===== src/rtl/mbx_pkg.sv =====
package mbx_pkg;

    // Number of sides sharing the memory
    localparam int unsigned NSIDE = 2;

    // Events produced by one side's decoder
    typedef struct packed {
        logic post;  // write into the peer's mailbox word
        logic take;  // read or write of the own mailbox word
    } side_evt_t;

    // Mailbox word owned by a side: side 0 owns top-1, side 1 owns top
    function automatic logic [31:0] mbox_addr(input int unsigned aw, input int unsigned side);
        logic [31:0] top;
        top = (32'd1 << aw) - 32'd1;
        return top - 32'd1 + 32'(side);
    endfunction

endpackage


===== src/rtl/mbx_side_dec.sv =====
module mbx_side_dec
    import mbx_pkg::*;
#(
    parameter int unsigned          ADDR_W   = 12,
    parameter logic [ADDR_W-1:0]    OWN_BOX  = '0,
    parameter logic [ADDR_W-1:0]    PEER_BOX = '0
) (
    input  logic              en,
    input  logic              oe,
    input  logic              wr,
    input  logic              busy_n,
    input  logic [ADDR_W-1:0] addr,
    output side_evt_t         evt
);

    logic wr_cyc;
    logic any_cyc;

    always_comb begin
        wr_cyc   = en & wr & busy_n;
        any_cyc  = en & (oe | wr) & busy_n;
        evt.post = wr_cyc  & (addr == PEER_BOX);
        evt.take = any_cyc & (addr == OWN_BOX);
    end

endmodule


===== src/rtl/mbx_flag.sv =====
module mbx_flag (
    input  logic clk,
    input  logic rst,
    input  logic set,
    input  logic clr,
    output logic flag_n
);

    always_ff @(posedge clk) begin
        if (rst) begin
            flag_n <= 1'b1;
        end else if (set) begin
            flag_n <= 1'b0;   // set wins so no message is dropped
        end else if (clr) begin
            flag_n <= 1'b1;
        end
    end

endmodule


===== src/rtl/mbx_irq_flags.sv =====
module mbx_irq_flags
    import mbx_pkg::*;
#(
    parameter int unsigned ADDR_W = 12
) (
    input  logic              clk,
    input  logic              rst,
    input  logic              a_en,
    input  logic              a_oe,
    input  logic              a_wr,
    input  logic              a_busy_n,
    input  logic [ADDR_W-1:0] a_addr,
    input  logic              b_en,
    input  logic              b_oe,
    input  logic              b_wr,
    input  logic              b_busy_n,
    input  logic [ADDR_W-1:0] b_addr,
    output logic              a_irq_n,
    output logic              b_irq_n
);

    logic [NSIDE-1:0]              en_v;
    logic [NSIDE-1:0]              oe_v;
    logic [NSIDE-1:0]              wr_v;
    logic [NSIDE-1:0]              bn_v;
    logic [NSIDE-1:0][ADDR_W-1:0]  ad_v;
    side_evt_t [NSIDE-1:0]         evt_v;
    logic [NSIDE-1:0]              irq_v;

    assign en_v = {b_en, a_en};
    assign oe_v = {b_oe, a_oe};
    assign wr_v = {b_wr, a_wr};
    assign bn_v = {b_busy_n, a_busy_n};
    assign ad_v = {b_addr, a_addr};

    for (genvar i = 0; i < NSIDE; i++) begin : g_side
        localparam int unsigned      PEER = NSIDE - 1 - i;
        localparam logic [ADDR_W-1:0] OWN_A  = ADDR_W'(mbox_addr(ADDR_W, i));
        localparam logic [ADDR_W-1:0] PEER_A = ADDR_W'(mbox_addr(ADDR_W, PEER));

        mbx_side_dec #(
            .ADDR_W   (ADDR_W),
            .OWN_BOX  (OWN_A),
            .PEER_BOX (PEER_A)
        ) u_dec (
            .en     (en_v[i]),
            .oe     (oe_v[i]),
            .wr     (wr_v[i]),
            .busy_n (bn_v[i]),
            .addr   (ad_v[i]),
            .evt    (evt_v[i])
        );

        mbx_flag u_flag (
            .clk    (clk),
            .rst    (rst),
            .set    (evt_v[PEER].post),
            .clr    (evt_v[i].take),
            .flag_n (irq_v[i])
        );
    end

    assign a_irq_n = irq_v[0];
    assign b_irq_n = irq_v[1];

endmodule


===== config.mk =====
export PLATFORM = sky130hd
export DESIGN_NAME = mbx_irq_flags
export DESIGN_NICKNAME = d
export VERILOG_FILES = /design/src/rtl/mbx_pkg.sv /design/src/rtl/mbx_side_dec.sv /design/src/rtl/mbx_flag.sv /design/src/rtl/mbx_irq_flags.sv
export SDC_FILE = /design/constraint.sdc
export NUM_CORES = 1
export LEC_CHECK = 0
export BUFFER_PORTS_ARGS = -buffer_cell sky130_fd_sc_hd__buf_2
export CAP_MARGIN = 10
export CORE_AREA = 8 8 45 47
export DETAILED_ROUTE_END_ITERATION = 10
export DIE_AREA = 0 0 53 55
export HOLD_SLACK_MARGIN = 0.05
export PLACE_DENSITY = 0.55
export REMOVE_ABC_BUFFERS = 1
export SYNTH_ARGS = -nofsm -noshare
export SYNTH_HDL_FRONTEND = slang
export SYNTH_SLANG_ARGS = --single-unit

===== constraint.sdc =====
create_clock -name clk -period 0.88 [get_ports clk]
set_clock_uncertainty 0.15 [all_clocks]
set_input_delay 0.044 -clock clk [delete_from_list [all_inputs] [get_ports clk]]
set_output_delay 0.044 -clock clk [all_outputs]
set_load 0.005 [all_outputs]

=== Yosys cells after proc, flatten, opt, wreduce, memory -nomap -nowiden ===
Cells that the tools add are included.

* RAM bits: 0
* Memories kept: 0
* Output and inout bits: 2
* Bits in read-only memories: 0
* Bits in latches: 0
* Register bits: 2

* $add $sub $neg: 0
* Equal/unequal tests: 4
* Magnitude comparators: 0
* Shift-type cells: 0
* Bitwise gates (word level): 14
* Div/mod/pow operators: 0
* $mul: 0
* Muxes and demuxes: 4
* Reduce and logical (&&, ||, !) cells: 2

{| class="wikitable"
|+ Operators by type and width
! kind !! number
|-
| 12-bit == test, second input constant || 4
|-
| 1-bit AND || 12
|-
| 1-bit two-way mux || 4
|-
| 2-bit nonzero test || 2
|-
| 1-bit bitwise OR || 2
|}

=== Logic depth before layout (Yosys ltp) ===
* Word-level depth: 6
* Gate-level depth with buffers: 4

=== Cells and area by module ===
Synthesis repeated with hierarchy kept, for this count alone.

* Cells, all modules: 22
* Area, all modules: 175.2 µm²

{| class="wikitable"
|+ Modules (own cells, without submodules)
! module !! sequential area each (µm²) !! cells each !! instances !! area an instance (µm²)
|-
| mbx_side_dec || 0.0 || 8 || 2 || 52.6
|-
| mbx_flag || 20.0 || 3 || 2 || 35.0
|}

=== Worst setup path after synthesis ===
No wires, ideal clock.

* Kind: input to register
* From: input a_addr[7]
* To: register g_side[1].u_flag.flag_n
* Buffers on the path: 0
* Setup time: 0.120 ns
* Stages on the path: 4
* Slack: -0.084 ns
* Arrival: 0.694 ns
* Data required time: 0.610 ns
* Cells stage by stage: nand4_1 -> nor4_1 -> and4b_2 -> a21oi_1

* Longest elaborated chain between the ends: 3
* Elaborated cells on any way between the ends: 4
* Classes of those cells: 1 x eq/ne; 1 x mux; 1 x bitwise; 1 x reduce/logical

{| class="wikitable"
|+ RTL lines
! item !! line !! source
|-
| start, declared || mbx_irq_flags.sv:12 || <nowiki>input logic [ADDR_W-1:0] a_addr,</nowiki>
|-
| 12-bit == test (*) || mbx_side_dec.sv:22 || <nowiki>evt.post = wr_cyc & (addr == PEER_BOX);</nowiki>
|-
| 1-bit AND (*) || mbx_side_dec.sv:22 ||
|-
| 1-bit two-way mux / 2-bit nonzero test (equally long branches) || n/a ||
|-
| end signal, assigned || mbx_flag.sv:11 || <nowiki>flag_n <= 1'b1;</nowiki>
|-
| end signal, assigned || mbx_flag.sv:13 || <nowiki>flag_n <= 1'b0;</nowiki>
|-
| end signal, assigned || mbx_flag.sv:15 || <nowiki>flag_n <= 1'b1;</nowiki>
|-
| end, declared || mbx_flag.sv:6 || <nowiki>output logic flag_n</nowiki>
|}

Every way passes the cells marked *; elsewhere a longest branch is shown, timed or not.
A chain may end at the register's enable or synchronous reset.

=== Final worst setup path ===
* From: register g_side[1].u_flag.flag_n
* To: output b_irq_n

{| class="wikitable"
|+ RTL lines
! item !! line !! source
|-
| end, declared || mbx_irq_flags.sv:19 || <nowiki>output logic b_irq_n</nowiki>
|}

No word-level cell between the ends.

==> impl_results.md <==
* PortBufs at 35
* Die X at 53 um
* Crit-path max cell delay at 0.32 ns
* Setup-failing EPs final at 0
* Max Root-Sink Buffers at 2
* Ys flop type: dfxtp_1
* Share of the clock period used by the worst path at 97.91%
* WS Path Type: register to primary output
* P_leak at 0.2079 nW
* FF-to-FF Start: g_side[0].u_flag.flag_n
* #FFs+latches synth at 2
* CTS H-tree lvls at 1
* Met2 wire length at 535 um
* GRT overflow at 0
* Fin worst setup slack at 0.01843 ns
* DIE AREA at 2915 um2
* TNS Setup at 0 ns
* Nets@finish at 97
* Skew-Pair Late Insertion Delay at 0.24 ns
* Hold_sp: b_wr
* Type of origin of the critical path: register
* CTS clock-pin slew for the worst setup and hold paths at 0.04 ns
* Vias in the first global route at 374
* Number of enable flip-flop cells after synthesis at 0
* Worst path slowest cell: dfxtp_1
* Clock root cell: clkbuf_4
* Starting Density at 11.12%
* CP required at 0.69 ns
* Initial antenna violation count at 0
* Worst Hold Class: input port to register
* All-Layer GR Usage at 6.819%
* Netlist cell types at 12
* Synth Instances at 21
* WL final at 949 um
* Pre-antenna DRT Iters at 1
* Vias after detailed routing at 335
* Syn_area_per_cell at 7.328 um2
* # fillers at 167
* Area Growth Syn to Fin at 174.0%
* Fmax at 1161 MHz
* Die H at 55 um
* VDD IR max at 0.1971 mV
* Row cnt at 14
* Synth area leader: dfxtp_1
* Slew HR at 82.31%
* Critical path endpoint category: primary output
* Max-cap violations at 0
* Vias per cell at 4.351
* Biggest register: g_side.u_flag.flag_n
* RSZ-0062 raised after global routing: true
* Crit path cell chain: buf_2
* WHS at -0.1375 ns
* Routability cong. at 0.6765
* TritonCTS Buffers at 3
* Core Region at 1384 um2
* Worst Setup SP: g_side[1].u_flag.flag_n
* Final hold violation count at 2
* Drt wl/cell at 12.32 um
* Final Max Slew Viols at 0
* Synth top cells by count: nand4_1, nor2_1, dfxtp_1, nand2_1, nand3_1
* Top Metal Used: met4
* Clock Sink Count at 2
* CP bufs+invs at 1
* Status: complete, but fails checks
* Arrival time worst endpoint at 0.67 ns
* Largest registers: g_side.u_flag.flag_n: 2 flops
* Pre-CTS setup slack at -0.2685 ns
* Met3 Wirelength at 114 um
* Top cell type's share of synthesized area at 26.02%
* Crit-path leading delay family: flip-flops
* CTS tree: yes
* First-pass GRT wire length at 1393 um
* Fin crit period at 0.8616 ns
* Main area contributors after synthesis: dfxtp_1, nand4_1, nor2_1
* Largest net degree at the start of global routing at 5
* Worst-Margin Slew at 0.2631 ns
* ANT cells at 0
* Ys Warns at 0
* Asr flop ratio synth at 0%
* Largest register FFs at 2
* Sequential-to-total area share from yosys stat at 26.02%
* Cell area after synthesis at 153.9 um2
* Crit path max fanout at 2
* Pwr dens at 963.4 nW/um2
* Drt drc at 0
* Metal-1 WL at 290 um
* DRT iter0 DRCs at 0
* I/O pin total at 36
* Share of layout cells above drive strength 1 at 75.41%
* Violated checks: negative hold slack
* Antenna Nets Post-Route at 0
worst paths after layout:
kind                                                 to  slack [ns]  depth (start not counted)
worst min register to register  g_side[1].u_flag.flag_n        0.37                          2
worst min-delay path            g_side[0].u_flag.flag_n       -0.14                          2
worst max-delay path                            b_irq_n        0.02                          1
worst max register to register  g_side[0].u_flag.flag_n        0.04                          2
kinds of logic (layout without fill, tap and decap cells):
group	Yosys count	count (layout)	share of synthesized area, %
simple gates	15	15	56.91
flops	2	2	26.02
buf+inv	0	40	0
compound gates	4	4	17.08
per-layer routing:
layer	track usage, %	vias to the layer above
li1	-	166
met1	5.749	144
met2	10.94	23
met3	3.476	2
met4	7.759	0
met5	0	-
cells in the final DEF, fill, tap and decap left out:
cell	instances
buf_2	32
nor2_1	4
nand4_1	4
clkbuf_4	3
buf_6	3
nand2_1	2
nand3_1	2
nor4_2	2
buf_4	2
o211ai_1	1
and4b_2	1
a21oi_2	1
a211oi_2	1
a31oi_1	1
dfxtp_2	1
dfxtp_1	1
final cells by class:
| cell class | instances | area [um2] | share of cell area (%) |
|---|---|---|---|
| Clock buffer | 3 | 22.52 | 5.341 |
| Multi-Input combinational cell | 19 | 128.9 | 30.56 |
| Sequential cell | 2 | 41.29 | 9.792 |
| Tap cell | 16 | 20.02 | 4.748 |
| Timing Repair Buffer | 37 | 209.0 | 49.55 |
through the flow:
step	cells	util [%]	hold WS, ns	power, W	instance area (um2)
2_1_floorplan	21	-	0.001824	0.0001047	153.9
3_3_place_gp	72	25.23	0.1082	0.0001786	349.1
3_5_place_dp	72	25.23	0.1114	0.0001801	349.1
4_1_cts	75	28.66	-0.1369	0.0004074	396.6
5_1_grt	77	30.47	-0.1359	0.0004418	421.7
6_report	77	30.47	-0.1375	0.0004062	421.7
what timing repair did:
item / CTS / global route
gates resized for setup: 5 / 2
setup endpoints to repair: 2 / 2
gates cloned: 0 / 0
pin swaps: 0 / 4
endpoints found under the hold margin: 2 / 2
setup buffers: 0 / 2
where the power goes:
group / total (W) / internal [W] / switching [W]
registers: 0.0000913 / 0.0000913 / 0.00000000343
logic: 0.0000951 / 0.0000627 / 0.0000323
clock network: 0.000220 / 0.000152 / 0.0000682
total: 0.000406 / 0.000306 / 0.000101
Note: power is estimated with default switching activity, not from simulation.
